[config.mk]
export PLATFORM = sky130hd
export DESIGN_NAME = pos_monitor
export DESIGN_NICKNAME = d
export VERILOG_FILES = /design/src/rtl/posmon_pkg.sv /design/src/rtl/gray_sync.sv /design/src/rtl/gray_decode.sv /design/src/rtl/pos_classifier.sv /design/src/rtl/dir_tracker.sv /design/src/rtl/pos_monitor.sv
export SDC_FILE = /design/constraint.sdc
export NUM_CORES = 1
export LEC_CHECK = 0
export CAP_MARGIN = 30
export CORE_ASPECT_RATIO = 2
export CORE_UTILIZATION = 45
export CTS_CLUSTER_SIZE = 40
export DETAILED_ROUTE_END_ITERATION = 12
export DONT_BUFFER_PORTS = 1
export PLACE_DENSITY = 0.64
export SLEW_MARGIN = 20
export SYNTH_ARGS = -nofsm -noshare
export SYNTH_HDL_FRONTEND = slang
export SYNTH_HIERARCHICAL = 1
export SYNTH_SLANG_ARGS = --single-unit
[constraint.sdc]
create_clock -name clk -period 3.4 [get_ports clk]
set_clock_uncertainty 0.1 [all_clocks]
set_input_delay 0.17 -clock clk [delete_from_list [all_inputs] [get_ports clk]]
set_output_delay 0.17 -clock clk [all_outputs]
set_load 0.03 [all_outputs]
[src/rtl/posmon_pkg.sv]
package posmon_pkg;

    localparam int unsigned TRAVEL_STOPS = 60;
    localparam int unsigned POS_W        = $clog2(TRAVEL_STOPS + 1);

    typedef logic [POS_W-1:0] pos_t;

    localparam pos_t STOP_FIRST   = pos_t'(1);
    localparam pos_t STOP_LAST    = pos_t'(TRAVEL_STOPS);
    localparam pos_t HOME_STOP    = pos_t'(30);
    localparam pos_t CENTER_START = pos_t'(20);
    localparam pos_t CENTER_END   = pos_t'(40);
    localparam pos_t ALARM_BELOW  = pos_t'(5);
    localparam pos_t ALARM_ABOVE  = pos_t'(55);

    typedef struct packed {
        logic [3:0] tens;
        logic [3:0] units;
    } bcd2_t;

    typedef struct packed {
        logic left;
        logic center;
        logic right;
    } zone_t;

    typedef enum logic [1:0] {
        DIR_IDLE  = 2'b00,
        DIR_LEFT  = 2'b01,
        DIR_RIGHT = 2'b10
    } dir_t;

    function automatic pos_t bin_to_gray(input pos_t b);
        return b ^ (b >> 1);
    endfunction

    function automatic logic stop_legal(input pos_t n);
        return (n >= STOP_FIRST) && (n <= STOP_LAST);
    endfunction

    function automatic zone_t classify(input pos_t n);
        zone_t z;
        z.left   = (n >= STOP_FIRST) && (n < CENTER_START);
        z.center = (n >= CENTER_START) && (n < CENTER_END);
        z.right  = (n > CENTER_END) && (n <= STOP_LAST);
        return z;
    endfunction

    function automatic logic near_end(input pos_t n);
        return (n < ALARM_BELOW) || (n > ALARM_ABOVE);
    endfunction

    // Shift-and-add-3 conversion into two decimal digits.
    function automatic bcd2_t to_bcd(input pos_t n);
        logic [POS_W+7:0] sh;
        sh = '0;
        sh[POS_W-1:0] = n;
        for (int i = 0; i < POS_W; i++) begin
            if (sh[POS_W+3:POS_W] >= 4'd5)
                sh[POS_W+3:POS_W] = sh[POS_W+3:POS_W] + 4'd3;
            if (sh[POS_W+7:POS_W+4] >= 4'd5)
                sh[POS_W+7:POS_W+4] = sh[POS_W+7:POS_W+4] + 4'd3;
            sh = sh << 1;
        end
        return '{tens: sh[POS_W+7:POS_W+4], units: sh[POS_W+3:POS_W]};
    endfunction

endpackage

[src/rtl/gray_sync.sv]
module gray_sync
    import posmon_pkg::*;
#(
    parameter int unsigned STAGES  = 2,
    parameter pos_t        RST_VAL = '0
) (
    input  logic clk,
    input  logic rst,
    input  pos_t d,
    output pos_t q
);

    pos_t stage_q [STAGES];

    always_ff @(posedge clk) begin
        if (rst) stage_q[0] <= RST_VAL;
        else     stage_q[0] <= d;
    end

    for (genvar s = 1; s < STAGES; s++) begin : g_stage
        always_ff @(posedge clk) begin
            if (rst) stage_q[s] <= RST_VAL;
            else     stage_q[s] <= stage_q[s-1];
        end
    end

    assign q = stage_q[STAGES-1];

endmodule

[src/rtl/gray_decode.sv]
module gray_decode
    import posmon_pkg::*;
(
    input  pos_t gray,
    output pos_t bin,
    output logic legal
);

    // Each binary bit is the parity of the Gray bits at or above it.
    for (genvar b = 0; b < POS_W; b++) begin : g_bit
        assign bin[b] = ^gray[POS_W-1:b];
    end

    assign legal = stop_legal(bin);

endmodule

[src/rtl/pos_classifier.sv]
module pos_classifier
    import posmon_pkg::*;
(
    input  logic  clk,
    input  logic  rst,
    input  pos_t  stop,
    input  logic  legal,
    output zone_t zone_q,
    output logic  alarm_q,
    output bcd2_t digits_q,
    output logic  err_q
);

    always_ff @(posedge clk) begin
        if (rst) begin
            zone_q   <= classify(HOME_STOP);
            alarm_q  <= near_end(HOME_STOP);
            digits_q <= to_bcd(HOME_STOP);
            err_q    <= 1'b0;
        end else begin
            err_q <= ~legal;
            if (legal) begin
                zone_q   <= classify(stop);
                alarm_q  <= near_end(stop);
                digits_q <= to_bcd(stop);
            end
        end
    end

endmodule

[src/rtl/dir_tracker.sv]
module dir_tracker
    import posmon_pkg::*;
(
    input  logic clk,
    input  logic rst,
    input  pos_t stop,
    input  logic legal,
    output logic go_left,
    output logic go_right
);

    pos_t prev_q;
    dir_t dir_q;
    dir_t dir_d;

    always_comb begin
        dir_d = dir_q;
        if (stop > prev_q)      dir_d = DIR_RIGHT;
        else if (stop < prev_q) dir_d = DIR_LEFT;
    end

    always_ff @(posedge clk) begin
        if (rst) begin
            prev_q <= HOME_STOP;
            dir_q  <= DIR_IDLE;
        end else if (legal) begin
            prev_q <= stop;
            dir_q  <= dir_d;
        end
    end

    assign go_left  = (dir_q == DIR_LEFT);
    assign go_right = (dir_q == DIR_RIGHT);

endmodule

[src/rtl/pos_monitor.sv]
module pos_monitor
    import posmon_pkg::*;
#(
    parameter int unsigned SYNC_STAGES = 2
) (
    input  logic                 clk,
    input  logic                 rst,
    input  logic [POS_W-1:0]     gray_pos,
    output logic [3:0]           bcd_tens,
    output logic [3:0]           bcd_units,
    output logic                 zone_left,
    output logic                 zone_center,
    output logic                 zone_right,
    output logic                 end_alarm,
    output logic                 move_left,
    output logic                 move_right,
    output logic                 code_err
);

    pos_t  gray_s;
    pos_t  stop;
    logic  legal;
    zone_t zone_q;
    bcd2_t digits_q;

    gray_sync #(
        .STAGES  (SYNC_STAGES),
        .RST_VAL (bin_to_gray(HOME_STOP))
    ) u_sync (
        .clk (clk),
        .rst (rst),
        .d   (gray_pos),
        .q   (gray_s)
    );

    gray_decode u_dec (
        .gray  (gray_s),
        .bin   (stop),
        .legal (legal)
    );

    pos_classifier u_cls (
        .clk      (clk),
        .rst      (rst),
        .stop     (stop),
        .legal    (legal),
        .zone_q   (zone_q),
        .alarm_q  (end_alarm),
        .digits_q (digits_q),
        .err_q    (code_err)
    );

    dir_tracker u_dir (
        .clk      (clk),
        .rst      (rst),
        .stop     (stop),
        .legal    (legal),
        .go_left  (move_left),
        .go_right (move_right)
    );

    assign bcd_tens    = digits_q.tens;
    assign bcd_units   = digits_q.units;
    assign zone_left   = zone_q.left;
    assign zone_center = zone_q.center;
    assign zone_right  = zone_q.right;

endmodule

==> run summary, run 1 <==
By area the synthesized netlist is led by sky130_fd_sc_hd__dfxtp_1 35%, sky130_fd_sc_hd__ha_1 9.5%, sky130_fd_sc_hd__inv_1 4.3%, sky130_fd_sc_hd__nor2b_1 3.7%, sky130_fd_sc_hd__nand2_1 2.9%. The area inside the core boundary is 3884 um2. The time the final worst path needs with I/O delays and setup is 3261 ps.

The number of distinct library cell variants in the gate-level netlist after synthesis is 54. The total of warnings raised by yosys is 6. The portion of the clock cycle consumed by the worst path in the final layout is 95.92%. The upper clock frequency limit is 0.3066 GHz. sky130_fd_sc_hd__dfxtp_1 is the most common cell in the netlist. By startpoint and endpoint, the worst setup path is classified as register to register. Once routing completed, OpenROAD measured the worst setup slack at 138.7 ps. The portion of netlist area occupied by mux cells came out at 3.399%. Detailed routing inserted a total of 1591 vias. The average size of a mapped cell came out at 9.022 um2. The net switching fraction of the power is 35.70%. The synthesized netlist devotes a little under a fifth of its cell area to simple gates. The number of DRC violations after detailed routing came out at 0.

The average detailed-routed wire length per instance is 16.11 um. The number of setup violations in the final report came out at 0. The static leakage power is 0.001004 uW. The overall die width is 47.22 um. The floorplan step defined a die boundary enclosing between 4000 and 5000 um2. The worst-case clock buffer depth is 2. The detailed-routing iteration count for the pre-antenna-repair pass came out at 4.

The later pin in the worst-skew pair is clocked with a latency of between 200 and 300 ps. The total internal power came out at roughly 730 uW. The combined area of all synthesized cells came out at between 1500 and 2000 um2. The slew at the pin closest to its max-slew limit is just under 900 ps. Row generation in the floorplan step produced 32 rows. Across all register-to-register paths, the minimum setup slack is 140 ps. In the final layout, the multi-input gates occupy 1161 um2. The count of antenna-violating nets left after detailed routing came out at 0. The tightest hold path in the finished design has a slack of 306.3 ps. The share of power burned in combinational logic is 30.6%. The capture point of the worst reg-to-reg path is u_cls/digits_q[4]. Counting the fill cells in the layout gives 360.

The share of async-settable or async-resettable flops after synthesis is 0%. The clock slew at the register clock pins of the worst setup and hold paths is 70 ps. The depth of the worst register-to-register path is 16. The count of final max-slew check failures came out at 0. The area share of the leading cell type in the synthesized netlist is 34.81%. Along the worst hold path, the cell count comes to 1. The arrival time of data at the critical path endpoint came out at 3340 ps. The number of antenna violations at the first check in global routing is 0. The total length of routed wires is ~4500 um. The path class of the tightest hold or removal check is register to register. The startpoint type of the worst setup path is a register. The part of the Yosys area used for sequential elements is a little over a third. The synthesized netlist devotes a little under a tenth of its cell area to adder and majority cells. STA classifies the critical path endpoint as a register. The initial core utilization is 47.39%.

The maximum level of the CTS H-tree came out at 2. The share of total power in sequential cells came out at 42.1%. The congestion estimate from routability-driven global placement came to between 0.8 and 0.9. The remaining max-slew budget at the tightest pin is 41.02%. The reported net switching power is between 400 and 500 uW.

The flip-flop and latch count after synthesis is 32. The global route total overflow came out at 0. The root buffer cell chosen for the clock tree is sky130_fd_sc_hd__clkbuf_8. Among all flip-flop cells after synthesis, the most frequent one is sky130_fd_sc_hd__dfxtp_1. VDD sags by at most 0.0003567 V.

The data required time of the critical path came out at 3480 ps. The total count of hold-check failures in the final report came out at 0. The number of nets handed over by synthesis was 226. The DRC violation total after the first TritonRoute iteration came out at 38. The CTS tree is built. The relative contribution of the clock network to total power is 27.3%.

For this run, the total global-route usage over all layers was measured as 21.68%. After detailed routing, the number of vias per cell comes to 5.703. The run finished with clean final reports. The via count of the first global-routing pass is roughly 1600. After the last flow step, the layout net total stands at 249. The estimated wirelength of the detail-placed design is 3059 um. The fraction of synthesized cell area in xor and xnor cells is 6.526%. The TritonCTS buffer count came out at 5.

The layout overhead on the synthesized area came out at 22.64%. The path with the worst hold slack has its endpoint at u_sync/stage_q[1][0]. Summed over all instances, the cell type with the most area after synthesis is sky130_fd_sc_hd__dfxtp_1.

In this run the power density over the cells is between 500 and 600 nW/um2. By count the netlist is led by 32 x sky130_fd_sc_hd__dfxtp_1, 21 x sky130_fd_sc_hd__inv_1, 14 x sky130_fd_sc_hd__ha_1, 14 x sky130_fd_sc_hd__nand2_1, 11 x sky130_fd_sc_hd__nor2b_1. Prior to clock tree synthesis, the placed netlist has a worst setup slack of -39.95 ps. The y dimension of the die is 92.44 um.

The count of port buffers added during placement is 0. The top-level I/O count is 23. The wire length of the first global-routing pass is just under 7000 um. Entering global routing, the biggest net connects 19 pins. The number of synthesized flops with an enable pin came out at 0. The diode insertion count for antenna repair is 0. The fraction of layout cells with a size suffix above 1 is a little over a fifth. The tree built by TritonCTS fans out to 32 sinks. The storage element area came out at 643.1 um2.

The tool flagged a number of max-cap violations equal to 0. In this run the worst path has a maximum fanout of 6. The count of mapped cells out of synthesis came out at 204. The synthesized netlist devotes 19.10% of its cell area to compound gates.

The startpoint identified for the worst register-to-register timing path is u_sync/stage_q[1][4]. Summed over all failing endpoints, the final setup total negative slack is 0 ps. In this run the most critical hold path is launched from u_sync/stage_q[0][0].

By area, the combinational part of the netlist is dominated by simple AND/OR/NAND/NOR gates.
per-stage QoR:
| step | power, uW | instances | instance area (um2) | utilization [%] |
|---|---|---|---|---|
| after floorplan | 718.1 | 204 | 1876 | - |
| after global placement | 767.0 | 254 | 1949 | 50.19 |
| after detailed placement | 782.0 | 254 | 1949 | 50.19 |
| after CTS | 1110 | 272 | 2170 | 55.86 |
| after global routing | 1189 | 279 | 2257 | 58.12 |
| final | 1129 | 279 | 2257 | 58.12 |
placed cells by master, fill, tap and decap left out, drive strengths merged, types with 6 or more instances in the layout:
master,count
a21oi,9
buf,15
clkbuf,6
dfxtp,32
dlygate4sd3,10
ha,14
inv,21
nand2,14
nor2,11
nor2b,11
o21ai,9
xor2,7
power by group through the flow:
| stage | combinational, uW | sequential, uW | clock [uW] |
|---|---|---|---|
| global route | 373 | 481 | 336 |
| finish | 346 | 475 | 308 |
| CTS | 316 | 476 | 318 |
| global placement | 285 | 482 | 0 |
| floorplan | 241 | 477 | 0 |
| detailed placement | 298 | 484 | 0 |
repair_timing:
| action | in CTS | in global routing |
|---|---|---|
| pin swaps | 1 | 2 |
| resized for setup | 3 | 7 |
| endpoints found under the setup margin | 3 | 5 |
| endpoints found under the hold margin | 26 | 0 |
| hold buffers | 10 | 0 |
| buffers inserted | 0 | 7 |
cell families (layout without fill, tap and decap cells):
kind of cell / after synthesis / in the layout
other cells: 1 / 1
simple gates: 64 / 64
mux: 5 / 5
fa+ha+maj: 14 / 14
buf+inv: 30 / 54
flops: 32 / 32
xor+xnor: 12 / 12
compound gates: 46 / 46
final cells by class:
type	instances	area share, %
clock buffers	6	3.659
clock inverters	2	0.6652
inverters	21	3.492
multi-input cells	142	51.44
flip-flops and latches	32	28.49
well taps	51	2.827
repair buffers	25	9.424
metal layers:
layer / global-route usage [%] / up-vias / wire length [um]
li1: - / 756 / -
met1: 18.41 / 759 / 1491
met2: 39.61 / 58 / 2588
met3: 4.094 / 18 / 186
met4: 15.48 / 0 / 230
met5: 0 / - / 0
worst max-delay path by stage:
| stage | startpoint | end | slack, ps | cells after the start |
|---|---|---|---|---|
| 6_report | u_sync/stage_q[1][4] | u_cls/digits_q[4] | 140 | 16 |
| 5_1_grt | u_sync/stage_q[1][4] | u_cls/digits_q[3] | -8 | 14 |
| 4_1_cts | u_sync/stage_q[1][4] | u_cls/digits_q[4] | -2 | 16 |
| 3_5_place_dp | u_sync/stage_q[1][5] | u_cls/digits_q[4] | -40 | 15 |
| 3_3_place_gp | u_sync/stage_q[1][5] | u_cls/digits_q[4] | 120 | 15 |
| 2_1_floorplan | u_sync/stage_q[1][5] | u_cls/digits_q[3] | 30 | 15 |
critical path: stages (launching register included):
cell and delay [ps]:
sky130_fd_sc_hd__dfxtp_2 340, sky130_fd_sc_hd__xnor2_2 250, sky130_fd_sc_hd__xnor2_2 160, sky130_fd_sc_hd__inv_1 70
sky130_fd_sc_hd__ha_1 190, sky130_fd_sc_hd__inv_1 90, sky130_fd_sc_hd__ha_4 190, sky130_fd_sc_hd__a21oi_4 60
sky130_fd_sc_hd__xnor2_4 170, sky130_fd_sc_hd__inv_2 90, sky130_fd_sc_hd__ha_1 170, sky130_fd_sc_hd__inv_2 70
sky130_fd_sc_hd__o221a_4 320, sky130_fd_sc_hd__or4_1 420, sky130_fd_sc_hd__o2111ai_1 140, sky130_fd_sc_hd__xor2_1 250
sky130_fd_sc_hd__o21ai_1 80
sequential cells by signal, indices dropped and copies added, names as in the netlist:
name and cells:
u_sync/stage_q 12, u_cls/digits_q 7, u_dir/prev_q 6, u_cls/zone_q 3
u_dir/dir_q 2, u_cls/alarm_q 1, u_cls/err_q 1
Note: power is estimated with default switching activity, not from simulation.
==> inputs of run 2 (changes only) <==
CORE_UTILIZATION = 35   (was 45)
PLACE_DENSITY = 0.53   (was 0.64)
==> run summary, run 2 (synthesis results as in run 1) <==
The flow ran to the end, and the final reports show no timing, DRC or antenna violations. During I/O placement, the number of pins put on the boundary was 23. The TritonCTS buffer count came out at 5. The total length of routed wires is 4329 um.

The highest fanout seen on the critical path came out at 6. The area inside the core boundary is 5092 um2. After the first detailed-routing iteration, the DRC count stood at 32. Setup repair after global routing left no endpoint under its margin. The static leakage power is ~0.001 uW. Clock-pin slew was measured on the worst setup and hold paths at ~70 ps. The kind of path behind the tightest hold check is register to register. Among cell families on the critical path, the largest total delay comes from compound AO/OA/AOI/OAI gates. The arrival time of data at the critical path endpoint is 3280 ps. The storage element area came out at 645.6 um2.

The count of maximum capacitance violations is 0. The layout overhead on the synthesized area is 22.77%. The depth of the worst register-to-register path is 15. The global route total overflow is 0. The routed via count came out at roughly 1500. The clock sink count came out at 32.

The placer's final routability congestion estimate came out at 0.8487. The maximum level of the CTS H-tree is 2. The signal on the critical path passes through xnor2_2 -> xnor2_2 -> inv_1 -> ha_1 -> inv_1 -> ha_4 -> a21oi_4 -> xnor2_4 -> inv_2 -> ha_1 -> o221a_4 -> nor2_4 -> a21oi_1 -> o311a_1 -> o41ai_2. The largest registers in the layout are u_sync/stage_q (12), u_cls/digits_q (7), u_dir/prev_q (6). Summing all non-filler instances in the final layout gives an area of approximately 2300 um2. The placement-stage cell area is between 1500 and 2000 um2. The slowest stage of the critical path belongs to the cell sky130_fd_sc_hd__dfxtp_4. The worst slack on hold paths came out at 307.9 ps. Along the worst hold path, the cell count comes to 1.

The cell count after placement is about 260. The estimated wirelength of the detail-placed design is 3108 um. TritonCTS built the clock tree.

The count of port buffers added during placement came out at 0. In the layout the commonest cells are 30 x sky130_fd_sc_hd__dfxtp_1, 18 x sky130_fd_sc_hd__inv_1, 15 x sky130_fd_sc_hd__buf_4. The number of buffers and inverters on the critical path is 3. In this run the number of cells on the critical path is 15. The number of DRC violations after detailed routing came out at 0.

The largest single stage delay on the critical path is 360 ps. The remaining max-slew budget at the tightest pin is 45.62%. The power per cell area is roughly 520 nW/um2. At the pin with the least slew margin, the transition time is 813.0 ps. The wire length of the first global-routing pass is slightly below 7000 um. The tree is rooted in a sky130_fd_sc_hd__clkbuf_8. The y dimension of the die is 104.6 um.

The worst setup path is captured at a register. The time the final worst path needs with I/O delays and setup is 3188 ps. The die covers 5570 um2. The worst setup path is launched from a register. The final total negative setup slack came out at 0 ps.

The combined area of the multi-input logic cells came out at 1154 um2. Counting along the longest clock path gives a buffer depth of 2. Leaving out fill and tap cells, the most frequent cell in the layout is sky130_fd_sc_hd__dfxtp_1.

The via count of the first global-routing pass is 1472. The post-layout net count came out at 247. The overall die width came out at 53.28 um. The number of core rows is 37.

The fraction of layout cells with a size suffix above 1 is 21.24%. The number of cells in the finished layout apart from fillers came out at 284. Across every metal layer, demand over resource in global routing totals 17.09%. The average detailed-routed wire length per instance came out at around 15 um. The maximum number of pins on one net before global-route repair came out at 25. The number of filler cells placed in the layout came out at 510. Dividing the detail-routed via count by the number of cells gives 5.246. The diode insertion count for antenna repair came out at 0. For the worst setup path, the data required time is 3490 ps.

Setup violations remaining at the end of the flow were counted as 0. The worst ir drop on vdd came out at 0.0004045 V. The clock reaches the later pin of the worst-skew pair after 280 ps. The type of the worst setup path is register to register. The upper clock frequency limit came out at 0.3137 GHz. The total count of hold-check failures in the final report came out at 0. The count of final max-slew check failures is 0.

The number of flip-flops in the largest register is 12. The number of antenna violations at the first check in global routing came out at 0. The detailed-routing iteration count for the pre-antenna-repair pass came out at 4. The count of antenna-violating nets left after detailed routing is 0.

The portion of the clock cycle consumed by the worst path in the final layout came out at roughly 94%. More flip-flops sit in one register than any other, and that register is u_sync/stage_q. The initial core utilization came out at 36.14%.
-- run 2: changes by cell type in the layout (fill, tap and decap cells not counted) --
cell | before | now
sky130_fd_sc_hd__buf_8 | 0 | 1
sky130_fd_sc_hd__bufinv_16 | 0 | 1
sky130_fd_sc_hd__clkbuf_8 | 6 | 5
sky130_fd_sc_hd__clkinv_2 | 0 | 1
sky130_fd_sc_hd__clkinvlp_4 | 2 | 1
sky130_fd_sc_hd__dfxtp_2 | 2 | 1
sky130_fd_sc_hd__dfxtp_4 | 0 | 1
sky130_fd_sc_hd__dlygate4sd3_1 | 10 | 7
sky130_fd_sc_hd__xor2_1 | 4 | 5
sky130_fd_sc_hd__xor2_2 | 3 | 2
-- run 2: what timing repair did --
action / in CTS / in global routing
hold buffers: 7 / 0
buffers inserted: 3 / 1
endpoints found under the hold margin: 27 / 0
gates resized for setup: 1 / 9
pin swaps: 0 / 2
endpoints found under the setup margin: 1 / 4
-- run 2: routing by layer --
metal | track usage (%) | wire, um | vias to the layer above
met4 | 9.962 | 151 | 0
met1 | 16.02 | 1650 | 702
met3 | 3.493 | 114 | 8
li1 | - | - | 753
met5 | 0 | 0 | -
met2 | 31.25 | 2413 | 27
-- run 2: area by class of cell --
cell class | count | share of cell area (%)
multi-input combinational | 142 | 51.05
tap | 58 | 3.212
inverter | 21 | 3.488
sequential | 32 | 28.57
timing repair buffer | 23 | 8.749
clock inverter | 3 | 1.883
clock buffer | 5 | 3.045
-- run 2: worst register-to-register path, cell delays in order, from the launching register on --
cell,delay [ps]
sky130_fd_sc_hd__dfxtp_4,360
sky130_fd_sc_hd__xnor2_2,150
sky130_fd_sc_hd__xnor2_2,210
sky130_fd_sc_hd__inv_1,90
sky130_fd_sc_hd__ha_1,190
sky130_fd_sc_hd__inv_1,80
sky130_fd_sc_hd__ha_4,180
sky130_fd_sc_hd__a21oi_4,60
sky130_fd_sc_hd__xnor2_4,190
sky130_fd_sc_hd__inv_2,90
sky130_fd_sc_hd__ha_1,200
sky130_fd_sc_hd__o221a_4,320
sky130_fd_sc_hd__nor2_4,170
sky130_fd_sc_hd__a21oi_1,90
sky130_fd_sc_hd__o311a_1,340
sky130_fd_sc_hd__o41ai_2,270
-- run 2: power by group --
part | internal, uW | switching [uW] | leakage, uW
Sequential | 413 | 60.2 | 0.000265
Combinational | 151 | 191 | 0.000682
Clock | 217 | 152 | 0.0000541
-- run 2: path summary, 6_finish.rpt --
path / slack (ps) / from / end
max: 210 / u_sync/stage_q[1][5] / u_cls/digits_q[3]
min: 310 / u_sync/stage_q[0][0] / u_sync/stage_q[1][0]
max reg2reg: 210 / u_sync/stage_q[1][5] / u_cls/digits_q[3]
min reg2reg: 310 / u_sync/stage_q[0][0] / u_sync/stage_q[1][0]
-- run 2: metrics by stage --
step | worst slack, ps | utilization [%] | total power [uW]
floorplan | 27.94 | - | 718.1
global placement | 81.06 | 38.89 | 787.7
detailed placement | 4.141 | 38.89 | 787.7
CTS | 0.7987 | 43.05 | 1184
global route | 5.964 | 44.37 | 1253
finish | 211.9 | 44.37 | 1184
